### src/rtl/rstc_pkg.sv
package rstc_pkg;

    localparam int DATA_W = 32;

    // Only the top five bits survive a write.
    localparam logic [DATA_W-1:0] KEEP_MASK  = 32'hF800_0000;
    // Cause flags acknowledged by writing ones.
    localparam logic [DATA_W-1:0] CLEAR_MASK = 32'h9800_0000;
    // Soft-reset flags set by writing ones.
    localparam logic [DATA_W-1:0] SET_MASK   = 32'h6000_0000;
    // Value loaded on the first reset after the counter was zero.
    localparam logic [DATA_W-1:0] PWR_VALUE  = 32'h8000_0000;

    typedef struct packed {
        logic        pwr_on;     // bit 31
        logic        sw_pwr_on;  // bit 30
        logic        sw_ext;     // bit 29
        logic        btn_pwr_on; // bit 28
        logic        btn_ext;    // bit 27
        logic [26:0] unused;     // bits 26:0
    } cause_t;

    typedef enum logic [1:0] {
        HIT_NONE  = 2'd0,
        HIT_LIVE  = 2'd1,
        HIT_QUIET = 2'd2
    } hit_t;

    typedef struct packed {
        logic full;   // soft power-on request
        logic light;  // soft external request
    } kick_t;

    function automatic logic [DATA_W-1:0] keep_bits(input logic [DATA_W-1:0] wd);
        return wd & KEEP_MASK;
    endfunction

    function automatic cause_t merge_write(input cause_t cur, input logic [DATA_W-1:0] wd);
        logic [DATA_W-1:0] m;
        logic [DATA_W-1:0] nxt;
        m   = keep_bits(wd);
        nxt = (DATA_W'(cur) & ~(m & CLEAR_MASK)) | (m & SET_MASK);
        nxt = nxt & KEEP_MASK;
        return cause_t'(nxt);
    endfunction

    function automatic kick_t decode_kick(input logic [DATA_W-1:0] wd);
        kick_t k;
        logic [DATA_W-1:0] m;
        m       = keep_bits(wd);
        k.full  = m[30];
        k.light = m[29] & ~m[30];
        return k;
    endfunction

endpackage

### src/rtl/rstc_decode.sv
module rstc_decode
    import rstc_pkg::*;
#(
    parameter int              ADDR_W = 16,
    parameter logic [ADDR_W-1:0] BASE = 16'hF020
) (
    input  logic              acc_valid,
    input  logic              acc_write,
    input  logic [ADDR_W-1:0] acc_addr,
    output hit_t              hit,
    output logic              wr_live,
    output logic              rd_strobe
);

    localparam int PAIR_LSB = 3;

    logic in_pair;

    always_comb begin
        in_pair = (acc_addr[ADDR_W-1:PAIR_LSB] == BASE[ADDR_W-1:PAIR_LSB]);
        if (!in_pair) begin
            hit = HIT_NONE;
        end else if (acc_addr[2]) begin
            hit = HIT_LIVE;
        end else begin
            hit = HIT_QUIET;
        end
    end

    assign wr_live   = acc_valid & acc_write & (hit == HIT_LIVE);
    assign rd_strobe = acc_valid & ~acc_write;

endmodule

### src/rtl/rstc_cause_reg.sv
module rstc_cause_reg
    import rstc_pkg::*;
#(
    parameter int CNT_W = 4
) (
    input  logic              clk,
    input  logic              rst,
    input  logic              wr_live,
    input  logic [DATA_W-1:0] wdata,
    input  logic              sys_reset_event,
    output cause_t            cause,
    output logic [CNT_W-1:0]  cnt,
    output kick_t             kick
);

    localparam logic [CNT_W-1:0] CNT_MAX = {CNT_W{1'b1}};

    cause_t           cause_q;
    logic [CNT_W-1:0] cnt_q;
    logic             accept;
    kick_t            wr_kick;

    // A reset event in the same cycle wins over a write.
    assign accept  = wr_live & ~sys_reset_event;
    assign wr_kick = decode_kick(wdata);

    always_ff @(posedge clk) begin
        if (rst) begin
            cause_q <= '0;
            cnt_q   <= '0;
        end else if (sys_reset_event) begin
            if (cnt_q == '0) begin
                cause_q <= cause_t'(PWR_VALUE);
            end
            if (cnt_q != CNT_MAX) begin
                cnt_q <= cnt_q + 1'b1;
            end
        end else if (accept) begin
            cause_q <= merge_write(cause_q, wdata);
            if (wr_kick.full) begin
                cnt_q <= '0;
            end
        end
    end

    always_comb begin
        kick.full  = accept & wr_kick.full;
        kick.light = accept & wr_kick.light;
    end

    assign cause = cause_q;
    assign cnt   = cnt_q;

endmodule

### src/rtl/rstc_req_gen.sv
module rstc_req_gen
    import rstc_pkg::*;
(
    input  logic  clk,
    input  logic  rst,
    input  kick_t kick,
    output logic  reset_req
);

    logic req_q;

    always_ff @(posedge clk) begin
        if (rst) begin
            req_q <= 1'b0;
        end else begin
            req_q <= kick.full | kick.light;
        end
    end

    assign reset_req = req_q;

endmodule

### src/rtl/reset_cause_ctrl.sv
module reset_cause_ctrl
    import rstc_pkg::*;
#(
    parameter int                ADDR_W = 16,
    parameter logic [ADDR_W-1:0] BASE   = 16'hF020,
    parameter int                CNT_W  = 4
) (
    input  logic              clk,
    input  logic              rst,
    input  logic              acc_valid,
    input  logic              acc_write,
    input  logic [ADDR_W-1:0] acc_addr,
    input  logic [31:0]       acc_wdata,
    input  logic              sys_reset_event,
    output logic [31:0]       rd_data,
    output logic              reset_req
);

    hit_t             hit;
    logic             wr_live;
    logic             rd_strobe;
    cause_t           cause_q;
    logic [CNT_W-1:0] cnt_q;
    kick_t            kick;
    logic [31:0]      rd_q;

    rstc_decode #(
        .ADDR_W (ADDR_W),
        .BASE   (BASE)
    ) u_decode (
        .acc_valid (acc_valid),
        .acc_write (acc_write),
        .acc_addr  (acc_addr),
        .hit       (hit),
        .wr_live   (wr_live),
        .rd_strobe (rd_strobe)
    );

    rstc_cause_reg #(
        .CNT_W (CNT_W)
    ) u_cause (
        .clk             (clk),
        .rst             (rst),
        .wr_live         (wr_live),
        .wdata           (acc_wdata),
        .sys_reset_event (sys_reset_event),
        .cause           (cause_q),
        .cnt             (cnt_q),
        .kick            (kick)
    );

    rstc_req_gen u_req (
        .clk       (clk),
        .rst       (rst),
        .kick      (kick),
        .reset_req (reset_req)
    );

    always_ff @(posedge clk) begin
        if (rst) begin
            rd_q <= '0;
        end else if (rd_strobe) begin
            rd_q <= (hit == HIT_LIVE) ? (DATA_W'(cause_q) & KEEP_MASK) : '0;
        end
    end

    assign rd_data = rd_q;

endmodule

### config.mk
export PLATFORM = sky130hd
export DESIGN_NAME = reset_cause_ctrl
export DESIGN_NICKNAME = d
export VERILOG_FILES = /design/src/rtl/rstc_pkg.sv /design/src/rtl/rstc_decode.sv /design/src/rtl/rstc_cause_reg.sv /design/src/rtl/rstc_req_gen.sv /design/src/rtl/reset_cause_ctrl.sv
export SDC_FILE = /design/constraint.sdc
export NUM_CORES = 1
export LEC_CHECK = 0
export CORE_MARGIN = 1
export CORE_UTILIZATION = 60
export CTS_CLUSTER_DIAMETER = 200
export DETAILED_ROUTE_END_ITERATION = 16
export DONT_BUFFER_PORTS = 1
export GPL_TIMING_DRIVEN = 1
export PLACE_DENSITY = 0.82
export SKIP_LAST_GASP = 1
export SYNTH_ARGS = -nofsm -noshare
export SYNTH_HDL_FRONTEND = slang
export SYNTH_SLANG_ARGS = --single-unit
### constraint.sdc
create_clock -name clk -period 2.7 [get_ports clk]
set_input_delay 0.54 -clock clk [delete_from_list [all_inputs] [get_ports clk]]
set_output_delay 0.54 -clock clk [all_outputs]
set_load 0.05 [all_outputs]
==> impl_metrics.ini <==
[outcome]
status = completed

[floorplanning]
start_util_pct = 66.9
fp.dieArea_um2 = 1680
coreArea_um2 = 1370
rows = 13
die_h_um = 41.0
boundaryPins = 86
dieWidth_um = 41.0

[worst_hold_path]
worstHoldEndpoint = u_cause.cnt[3]
hold_start = rst
hold_path_depth = 1
hold_class = in -> reg

[placed_design]
place_hpwl_um = 1170
gp_congestion = 0.748
portBuffers = 0

[cts]
numCtsBuffers = 3
cts_root_buf = clkbuf_4
clock_latency_ns = 0.29
cts.path.max_buffers = 2
cts_resized = 0
cts_setup_buffers = 0
ctsHoldBuffers = 0
clk_pin_slew_worst_paths_ns = 0.09
cts_tree = built
htreeDepth = 1
cts_sinks = 15

[grt]
grt_pass1_vias = 539
overflow = 0
grtUsageTotal_pct = 21.8
antenna_found_initial = 0
grt_pass1_wl_um = 2330
grt_max_degree = 12

[synthesis]
yosysUniqueCellTypes = 31
avgSynthCellArea_um2 = 9.43
synthesis.area_um2 = 915
ys_seq_elements = 15
ys_seq_area_share_pct = 32.8
async_reset_ff_share_pct = 0
synthCells = 97
ys.flop_type = dfxtp_1
synth_edf_count = 0
ys_warn_count = 0

[detailed_routing]
drt_iter0_markers = 5
first_pass_iters = 3
post_drt_wl_per_cell_um = 12.5
viasPerCell = 5.17
drt-total-wl_um = 1420
drcViolationCount = 0
vias = 584
ant_nets = 0

[pwr]
vdd_drop_max_mv = 0.331
p_leak_nw = 0.370
p_per_area_nw_per_um2 = 547

[setup_path]
r2r_slack_ns = 1.38
worstSetupEndpointType = output pin
cp.arrival_ns = 0.93
required_ns = 2.16
reg2regPathDepth = 6
rr_startpoint = u_cause.cnt[0]
reg2reg_to = u_cause.cause[27]
critPathMaxFanout = 2
worstSetupPathType = reg -> out
crit_path_start_kind = register

[cells_and_area]
drive_gt1_share_pct = 13.3
multi_input_area_um2 = 484
nets = 154
nFillCells = 124
seqCellArea_um2 = 300
utilization_pct = 61.9
antenna_cells = 0
final_common_cell = conb_1
layout_common_cells = conb_1 (27), dfxtp_1 (15), nand2_1 (7)
area_growth_pct = -7.52

[sta]
period_share_pct = 54.4
rsz0062_at_grt = false
hold_viol_final = 0
setup_tns_ns = 0
finalSetupViolations = 0
drv_slew = 0
fmax_mhz = 681
worst_slew_pin_slew_ns = 0.505
slew_headroom_pct = 66.3
finalCriticalPeriod_ns = 1.47
finalClockSkew_ns = 0.00407

[job]
maxCapViolations = 0
power breakdown:
group,internal [mW],switching (mW),total [mW]
clock,0.0551,0.0740,0.129
combinational,0.0111,0.0936,0.105
sequential,0.225,0.00335,0.229
total,0.291,0.171,0.462
flip-flops by register name (all words and copies together) (netlist names):
name,count
rd_data,5
u_req.reset_req,1
u_cause.cause,5
u_cause.cnt,4
through the flow:
| step | power (mW) | setup WS (ns) | area (um^2) | hold slack, ns | cells |
|---|---|---|---|---|---|
| floorplan | 0.368 | 1.29 | 1010 | 0.412 | 123 |
| global placement | 0.336 | 1.20 | 818 | 0.427 | 109 |
| detailed placement | 0.338 | 1.12 | 818 | 0.427 | 109 |
| CTS | 0.464 | 1.23 | 846 | 0.302 | 113 |
| global route | 0.483 | 1.19 | 846 | 0.294 | 113 |
| finish | 0.462 | 1.23 | 846 | 0.307 | 113 |
cells by family (layout without fill, tap and decap cells):
| logic type | count (synthesis) | in the layout | share of synthesized area, % |
|---|---|---|---|
| buffers and inverters | 33 | 8 | 24.9 |
| DFF | 15 | 15 | 32.8 |
| AOI/OAI and AO/OA | 17 | 17 | 12.9 |
| adders and majority gates | 2 | 2 | 2.74 |
| other | 1 | 27 | 0.410 |
| and+or+nand+nor | 29 | 29 | 26.3 |
per-layer routing:
metal	part of all wire (%)	wire length (um)	GRT usage, %
met5	0	0	0
met4	0.56	8	5.00
met3	9.1	129	10.9
met2	53	744	39.8
met1	38	535	21.5
worst max-delay path by stage:
stage / startpoint / cells past startpoint / to
after global placement: acc_addr[4] / 4 / u_req.reset_req
after detailed placement: acc_addr[4] / 4 / u_req.reset_req
after CTS: rd_data[28] / 0 / rd_data[28]
after global routing: rd_data[28] / 0 / rd_data[28]
after floorplan: acc_addr[4] / 4 / u_req.reset_req
final: rd_data[27] / 0 / rd_data[27]
Yosys cell counts, types with 2 or more instances:
| cell type | count | area, um^2 |
|---|---|---|
| nor2_1 | 2 | 7.51 |
| buf_2 | 2 | 10.0 |
| o21a_1 | 2 | 15.0 |
| nor2b_1 | 2 | 12.5 |
| dfxtp_1 | 15 | 300 |
| nor3_4 | 2 | 32.5 |
| ha_1 | 2 | 25.0 |
| a21oi_1 | 6 | 30.0 |
| o31ai_1 | 2 | 15.0 |
| inv_1 | 4 | 15.0 |
| or3_1 | 2 | 12.5 |
| nand2_1 | 7 | 26.3 |
| a22o_1 | 5 | 43.8 |
| buf_4 | 27 | 203 |
area by class of cell:
cell class,instances,area share (%)
clock inverter,1,0.592
inverter,4,1.78
tap,15,2.22
sequential,15,35.5
clock buffer,3,2.66
multi-input combinational,75,57.2
Note: power is estimated with default switching activity, not from simulation.
